### src/rtl/epp_host_pkg.sv
`timescale 1ns/1ps
package epp_host_pkg;

  typedef enum logic [1:0] {
    PH_IDLE    = 2'd0,
    PH_SETUP   = 2'd1,
    PH_STROBE  = 2'd2,
    PH_RELEASE = 2'd3
  } phase_e;

  // whole clock cycles covering a span in nanoseconds, period in picoseconds
  function automatic int ns_to_cycles(input int span_ns, input int period_ps);
    return (span_ns * 1000 + period_ps - 1) / period_ps;
  endfunction

  function automatic int at_least_one(input int v);
    return (v < 1) ? 1 : v;
  endfunction

  function automatic int max3(input int a, input int b, input int c);
    int m;
    m = (a > b) ? a : b;
    return (m > c) ? m : c;
  endfunction

endpackage

### src/rtl/epp_wait_sync.sv
`timescale 1ns/1ps
module epp_wait_sync #(
  parameter int STAGES = 2
) (
  input  logic clk,
  input  logic rst_n,
  input  logic async_in,
  output logic sync_out
);
  logic [STAGES-1:0] chain;

  generate
    for (genvar g = 0; g < STAGES; g++) begin : g_stage
      if (g == 0) begin : g_first
        always_ff @(posedge clk or negedge rst_n)
          if (!rst_n) chain[0] <= 1'b0;
          else        chain[0] <= async_in;
      end else begin : g_next
        always_ff @(posedge clk or negedge rst_n)
          if (!rst_n) chain[g] <= 1'b0;
          else        chain[g] <= chain[g-1];
      end
    end
  endgenerate

  assign sync_out = chain[STAGES-1];
endmodule

### src/rtl/epp_span_counter.sv
`timescale 1ns/1ps
module epp_span_counter #(
  parameter int W = 8
) (
  input  logic         clk,
  input  logic         rst_n,
  input  logic         clr,
  output logic [W-1:0] count
);
  localparam logic [W-1:0] TOP = '1;

  always_ff @(posedge clk or negedge rst_n)
    if (!rst_n)             count <= '0;
    else if (clr)           count <= '0;
    else if (count != TOP)  count <= count + 1'b1;
endmodule

### src/rtl/epp_host_master.sv
`timescale 1ns/1ps
module epp_host_master
  import epp_host_pkg::*;
#(
  parameter int DW          = 8,
  parameter int CLK_PS      = 5000,
  parameter int SETUP_NS    = 40,
  parameter int DIR_NS      = 80,
  parameter int TIMEOUT_CYC = 2000000
) (
  input  logic          clk,
  input  logic          rst_n,
  input  logic          cmd_start,
  input  logic [1:0]    cmd_op,
  input  logic [DW-1:0] cmd_wdata,
  output logic [DW-1:0] rsp_rdata,
  output logic          rsp_done,
  output logic          rsp_timeout,
  output logic          busy,
  output logic          epp_astb_n,
  output logic          epp_dstb_n,
  output logic          epp_dir,
  input  logic          epp_wait,
  output logic [DW-1:0] bus_out,
  output logic          bus_oe,
  input  logic [DW-1:0] bus_in
);
  localparam int SETUP_CYC = at_least_one(ns_to_cycles(SETUP_NS, CLK_PS));
  localparam int DIR_CYC   = ns_to_cycles(DIR_NS, CLK_PS);
  localparam int STB_MIN   = at_least_one(DIR_CYC - SETUP_CYC);
  localparam int CW        = $clog2(max3(SETUP_CYC, STB_MIN, TIMEOUT_CYC) + 1);

  phase_e        ph_q, ph_d;
  logic          rd_q, dsel_q;
  logic [DW-1:0] wdata_q;
  logic [CW-1:0] elapsed;

  // named internal events
  logic wait_s, start_ok, setup_end, to_hit, stb_ok, rel_ok, abort_ev, finish_ev;
  logic stb_on, drive, el_clr;

  epp_wait_sync #(.STAGES(2)) u_sync (
    .clk(clk), .rst_n(rst_n), .async_in(epp_wait), .sync_out(wait_s)
  );

  epp_span_counter #(.W(CW)) u_span (
    .clk(clk), .rst_n(rst_n), .clr(el_clr), .count(elapsed)
  );

  assign start_ok  = (ph_q == PH_IDLE) && cmd_start;
  assign setup_end = (ph_q == PH_SETUP) && (elapsed == CW'(SETUP_CYC - 1));
  assign to_hit    = (elapsed == CW'(TIMEOUT_CYC - 1));
  assign stb_ok    = (ph_q == PH_STROBE) && wait_s && (elapsed >= CW'(STB_MIN - 1));
  assign rel_ok    = (ph_q == PH_RELEASE) && !wait_s;
  assign abort_ev  = to_hit && (((ph_q == PH_STROBE) && !stb_ok) ||
                                ((ph_q == PH_RELEASE) && wait_s));
  assign finish_ev = rel_ok || abort_ev;

  always_comb begin
    ph_d = ph_q;
    unique case (ph_q)
      PH_IDLE:    if (start_ok)  ph_d = PH_SETUP;
      PH_SETUP:   if (setup_end) ph_d = PH_STROBE;
      PH_STROBE:  if (stb_ok)    ph_d = PH_RELEASE;
                  else if (abort_ev) ph_d = PH_IDLE;
      PH_RELEASE: if (finish_ev) ph_d = PH_IDLE;
      default:    ph_d = PH_IDLE;
    endcase
  end

  assign el_clr = (ph_d != ph_q);

  always_ff @(posedge clk or negedge rst_n) begin
    if (!rst_n) begin
      ph_q        <= PH_IDLE;
      rd_q        <= 1'b0;
      dsel_q      <= 1'b0;
      wdata_q     <= '0;
      rsp_rdata   <= '0;
      rsp_done    <= 1'b0;
      rsp_timeout <= 1'b0;
    end else begin
      ph_q     <= ph_d;
      rsp_done <= finish_ev;
      if (start_ok) begin
        rd_q        <= cmd_op[1];
        dsel_q      <= cmd_op[0];
        wdata_q     <= cmd_wdata;
        rsp_timeout <= 1'b0;
      end
      if (abort_ev)         rsp_timeout <= 1'b1;
      if (stb_ok && rd_q)   rsp_rdata   <= bus_in;
    end
  end

  assign busy       = (ph_q != PH_IDLE);
  assign drive      = busy;
  assign stb_on     = (ph_q == PH_STROBE);
  assign epp_astb_n = !(stb_on && !dsel_q);
  assign epp_dstb_n = !(stb_on && dsel_q);
  assign epp_dir    = drive ? rd_q : 1'b1;
  assign bus_oe     = drive && !rd_q;
  assign bus_out    = bus_oe ? wdata_q : '0;

endmodule

### config.mk
export PLATFORM = sky130hd
export DESIGN_NAME = epp_host_master
export DESIGN_NICKNAME = d
export VERILOG_FILES = /design/src/rtl/epp_host_pkg.sv /design/src/rtl/epp_wait_sync.sv /design/src/rtl/epp_span_counter.sv /design/src/rtl/epp_host_master.sv
export SDC_FILE = /design/constraint.sdc
export NUM_CORES = 1
export LEC_CHECK = 0
export CORE_ASPECT_RATIO = 1.2
export CORE_MARGIN = 3
export CORE_UTILIZATION = 53
export CTS_BUF_LIST = sky130_fd_sc_hd__clkbuf_8
export DETAILED_ROUTE_END_ITERATION = 7
export GPL_TIMING_DRIVEN = 0
export PLACE_DENSITY = 0.89
export SYNTH_ARGS = -nofsm -noshare
export SYNTH_HDL_FRONTEND = slang
export SYNTH_SLANG_ARGS = --single-unit
export TNS_END_PERCENT = 5
### constraint.sdc
create_clock -name clk -period 2.4 [get_ports clk]
set_input_delay 0.36 -clock clk [delete_from_list [all_inputs] [get_ports clk]]
set_output_delay 0.36 -clock clk [all_outputs]
set_load 0.01 [all_outputs]
Yosys cells after proc, flatten, opt, wreduce, memory -nomap -nowiden
Index checks and enable logic that the tools add are counted.
{ "op_classes": {"mux": 12, "addsub": 1, "n_reduce_logical": 24, "n_eq_ne": 7, "n_lt_le_gt_ge": 1} }
{ "ops": {"columns": ["operator", "n"], "rows": [
  ["21-bit 2-to-1 mux", 2],
  ["21-bit by 1-bit adder with 21-bit output (second input constant)", 1],
  ["21-bit equality test (second input constant)", 1],
  ["21-bit by 3-bit equality test with 1-bit output (second input constant)", 1],
  ["21-bit by 3-bit greater-or-equal comparator with 1-bit output (second input constant)", 1],
  ["21-bit inequality test (second input constant)", 1],
  ["1-bit logical AND", 12],
  ["2-bit 2-to-1 mux", 5],
  ["8-bit 2-to-1 mux", 1],
  ["2-bit one-hot mux with 4 select lines", 1],
  ["1-bit zero test", 6],
  ["2-bit nonzero test", 3],
  ["2-bit equality test (second input constant)", 2],
  ["1-bit 2-to-1 mux", 3],
  ["2-bit by 1-bit equality test with 1-bit output (second input constant)", 1],
  ["2-bit zero test", 1],
  ["1-bit logical OR", 2],
  ["2-bit inequality test", 1]
]} }
{ "word_totals": {"register_bits": 45, "output_inout_bits": 23, "elab_cells": 55, "inputBits": 22} }

Logic depth before layout (Yosys ltp)
{ "depth": {"depth_word": 12, "depth_mapped": 7, "ltp_nobuf": 6} }

Modules after synthesis
A second synthesis with hierarchy kept.
{ "unflattened": {"cells_unflattened": 231, "area_unflattened_um2": 2374.8} }
{ "by_module_without_submodules": {"columns": ["module", "n_inst", "area_per_inst_um2", "cells_each", "seq_area_each_um2"], "rows": [
  ["epp_span_counter", 1, 1203.7, 130, 525.5],
  ["epp_host_master", 1, 1121.1, 99, 550.5],
  ["epp_wait_sync", 1, 50.0, 2, 50.0]
]} }

Worst setup path before layout
OpenSTA, ideal clock, no wires.
{ "synth_path": {"path_kind": "reg2reg", "start": "register u_span.count[4]", "end": "register u_span.count[11]", "required_ns": 2.281, "setup_ns": 0.119, "setup_slack_ns": 0.389, "arrival_time_ns": 1.892, "path_stages_with_launch": 7, "path_buffers": 1, "path_cell_list": "dfrtp_1 -> or4_4 -> nor4_4 -> a41oi_1 -> o2bb2ai_2 -> buf_6 -> o21ba_1"} }
{ "synth_between": {"elab_chain_len": 11} }
{ "synth_rtl": {"columns": ["element", "line_no", "source"], "rows": [
  ["start: declaration", "epp_span_counter.sv:8", "output logic [W-1:0] count"],
  ["start signal: assignment", "epp_span_counter.sv:15", "else if (count != TOP) count <= count + 1'b1;"],
  ["21-bit by 3-bit greater-or-equal comparator with 1-bit output", "epp_host_master.sv:53", "assign stb_ok = (ph_q == PH_STROBE) && wait_s && (elapsed >= CW'(STB_MIN - 1));"],
  ["1-bit logical AND", "epp_host_master.sv:53", null],
  ["1-bit zero test", "epp_host_master.sv:55", "assign abort_ev = to_hit && (((ph_q == PH_STROBE) && !stb_ok) ||"],
  ["1-bit logical AND", "epp_host_master.sv:55", null],
  ["1-bit logical OR", "epp_host_master.sv:55", null],
  ["1-bit logical AND", "epp_host_master.sv:55", null],
  ["2-bit 2-to-1 mux / 1-bit logical OR (equally long branches)", "epp_host_master.sv:65, epp_host_master.sv:57", null],
  ["2-bit 2-to-1 mux, on equally long branches", "epp_host_master.sv:64, epp_host_master.sv:66", null],
  ["2-bit one-hot mux with 4 select lines", "epp_host_master.sv:61", "unique case (ph_q)"],
  ["2-bit inequality test", "epp_host_master.sv:71", "assign el_clr = (ph_d != ph_q);"],
  ["21-bit 2-to-1 mux / 2-bit nonzero test (equally long branches)", null, null]
]} }
Several ways; a longest one is shown, not always the timed one. The select of a mux whose other input is x is not followed.
A chain may end at the register's enable or synchronous reset.

Worst setup path after layout
Ends and elaborated chain as after synthesis.

==> results.cfg <==
[run_status]
status = finished clean

[die]
die_x_um = 65.63
dieArea_mm2 = 0.005089
num_rows = 25
start_util_pct = 56.03
coreArea_mm2 = 0.004035
ios = 45
die_h_um = 77.55

[synth]
synth_nets = 238
avgSynthCellArea_um2 = 10.52
ys.flop_type = dfrtp_1
synth_simple_gate_area_share_pct = 22.41
synth_mux_area_share_pct = 10.29
synth_cell_type_count = 43
syn-cell-area_mm2 = 0.002261
synth_edf_count = 0
synth_compound_area_share_pct = 11.29
synth_fa_ha_area_share_pct = 0.5534
synth_xor_area_share_pct = 3.486
synthCells = 215
ys_seq_area_share_pct = 49.81
async_flop_share_pct = 100.0
synth_top_family_by_area = simple AND/OR/NAND/NOR gates
synth.ff_latch_count = 45
synth.yosys.warnings = 0

[finish]
area_delta_synth_final_pct = 27.89
fin_area_mm2 = 0.002892
post-route-util_pct = 71.66
final_common_cell = dfrtp_1
insertedDiodeCount = 0
nFillCells = 272
final_cell_mix = dfrtp_1, clkdlybuf4s50_1, nor2_1, mux2_2, nand3_1
instances_no_fill = 320
drive_gt1_share_pct = 15.04
fin_nets = 289

[timing]
tightestPinTransition_ps = 902.2
setup_viol_count_final = 0
grt_setup_unrepaired = false
hold-worst-slack_ps = 4.312
finalClockSkew_ps = 6.810
tns_ps = 0
drv_slew = 0
fin_crit_ps = 2308
layout_setup_ws_ps = 92.47
min_period_over_period_pct = 96.15
hold_violations = 0
fmax_ghz = 0.4334
relSlewSlack_pct = 39.36

[job]
maxCapViolCount = 0

[routing]
ant_nets = 0
dr_wl_met3_um = 364
post_drt_wl_per_cell_um = 15.28
dr.pass1.iters = 4
wl_met2_um = 2532
via_count = 1795
vias_per_cell = 5.609
wl_met1_um = 1921
drc_errors = 0
topRoutingLayerUsed = met4
detail_route.iter0.violations = 72
wl_um = 4890

[worst_hold_path]
hold_path_class = input pin to asynchronous set/reset pin

[grt]
grt_pass1_vias = 1850
grt_start_max_net_pins = 27
grt_pass1_wl_um = 8321
grt_use_total_pct = 21.05
gr-total-overflow = 0
antenna_found_initial = 0

[critical_path]
cp-start-kind = register
cp.arrival_ps = 2500
worstSetupPathType = register to register
endpoint_kind = register
r2r-start = u_span.count[4]$_DFFE_PN0P_
crit_fanout = 10
rrSetupSlack_ps = 90
worstPathCellList = or4_4 -> nor4_4 -> a41oi_1 -> o2bb2ai_2 -> buf_6 -> o21ba_1
cpPeakStageDelay_ps = 580
slowest_stage = or4_4
crit_family = simple AND/OR/NAND/NOR gates
reg2reg_to = u_span.count[11]$_DFFE_PN0P_
worst-path-buf-inv = 1
required_ps = 2590
r2r_cells = 6

[clock_network]
cts_hold_buf = 0
clkTransAtPathRegs_ps = 80
cts_tree = yes
clock_tree.htree_level_count = 2
cts_max_path_buffers = 2
cts-root-buf = clkbuf_8
cts-buffers-inserted = 5
clock-sinks = 45
insertion_delay_ps = 290

[placement]
place_area_mm2 = 0.002784
placed_cells = 314
gp_congestion = 0.9159
dpl.hpwl_um = 3657
port_buffers = 44
preCtsSetupSlack_ps = 131.9

[power_and_ir_drop]
power.density_mw_per_mm2 = 484.8
p_total_mw = 1.402
vdd_ir_drop_max_v = 0.0003430
leakage_nw = 1.210
cell families after synthesis:
kind of cell / Yosys count
buffers and inverters: 10
multiplexers: 21
AND/OR/NAND/NOR: 90
AO/OA/AOI/OAI: 39
adder cells (fa/ha/maj): 1
XOR/XNOR: 9
flip-flops: 45
cell usage after synthesis, types with 2 or more instances:
cell type,n,area (um2)
a21o_1,3,22.52
nand4_1,5,31.28
or4_4,2,22.52
xor2_1,3,26.28
o21ai_0,11,55.05
or4_1,5,37.54
dfrtp_1,45,1126
mux2i_1,3,30.03
and2_1,12,75.07
mux2_2,18,202.7
nor4_1,3,18.77
clkbuf_1,2,7.510
o31ai_1,2,15.01
a21oi_1,12,60.06
nor2b_1,2,12.51
nand2b_1,2,12.51
inv_1,6,22.52
or3_1,4,25.02
xnor2_1,6,52.55
nand3_1,14,70.07
nor2_1,22,82.58
nand2_1,11,41.29
o22ai_1,2,12.51
cell type report:
| class | instances | area [um2] | area share (%) |
|---|---|---|---|
| sequential | 45 | 1126 | 38.94 |
| multi-input combinational | 160 | 1094 | 37.82 |
| timing repair buffer | 45 | 455.4 | 15.75 |
| clock buffer | 5 | 68.82 | 2.380 |
| tap | 54 | 67.56 | 2.337 |
| clock inverter | 2 | 35.03 | 1.212 |
| buffer | 3 | 22.52 | 0.7789 |
| inverter | 6 | 22.52 | 0.7789 |
layer usage:
metal,up-vias,global-route usage [%]
met3,7,7.670
li1,873,-
met4,0,6.846
met1,866,24.22
met5,-,0
met2,49,35.71
power by group:
| part | switching (mW) | internal, mW | total (mW) |
|---|---|---|---|
| registers | 0.00442 | 0.766 | 0.770 |
| clock network | 0.250 | 0.303 | 0.553 |
| logic | 0.0290 | 0.0493 | 0.0783 |
how the worst max path moves through the flow:
stage,from,to,slack (ps),cells past startpoint
floorplan,u_span.count[4]$_DFFE_PN0P_,u_span.count[11]$_DFFE_PN0P_,390,6
global placement,rst_n,rsp_rdata[0]$_DFFE_PN0P_,-240,1
detailed placement,u_span.count[4]$_DFFE_PN0P_,u_span.count[11]$_DFFE_PN0P_,130,6
CTS,ph_q[1]$_DFF_PN0_,bus_out[4],50,5
global route,u_span.count[4]$_DFFE_PN0P_,u_span.count[11]$_DFFE_PN0P_,20,6
finish,u_span.count[4]$_DFFE_PN0P_,u_span.count[11]$_DFFE_PN0P_,90,6
flip-flops by register name, summed over array words and instances (netlist names), 2 cells and up:
signal        flops
rsp_rdata         8
u_span.count     21
ph_q              2
wdata_q           8
what timing repair did:
item	in CTS	in global routing
pin swaps	0	0
setup endpoints to repair	10	8
resized for setup	2	0
setup buffers	0	0
Note: power is estimated with default switching activity, not from simulation.
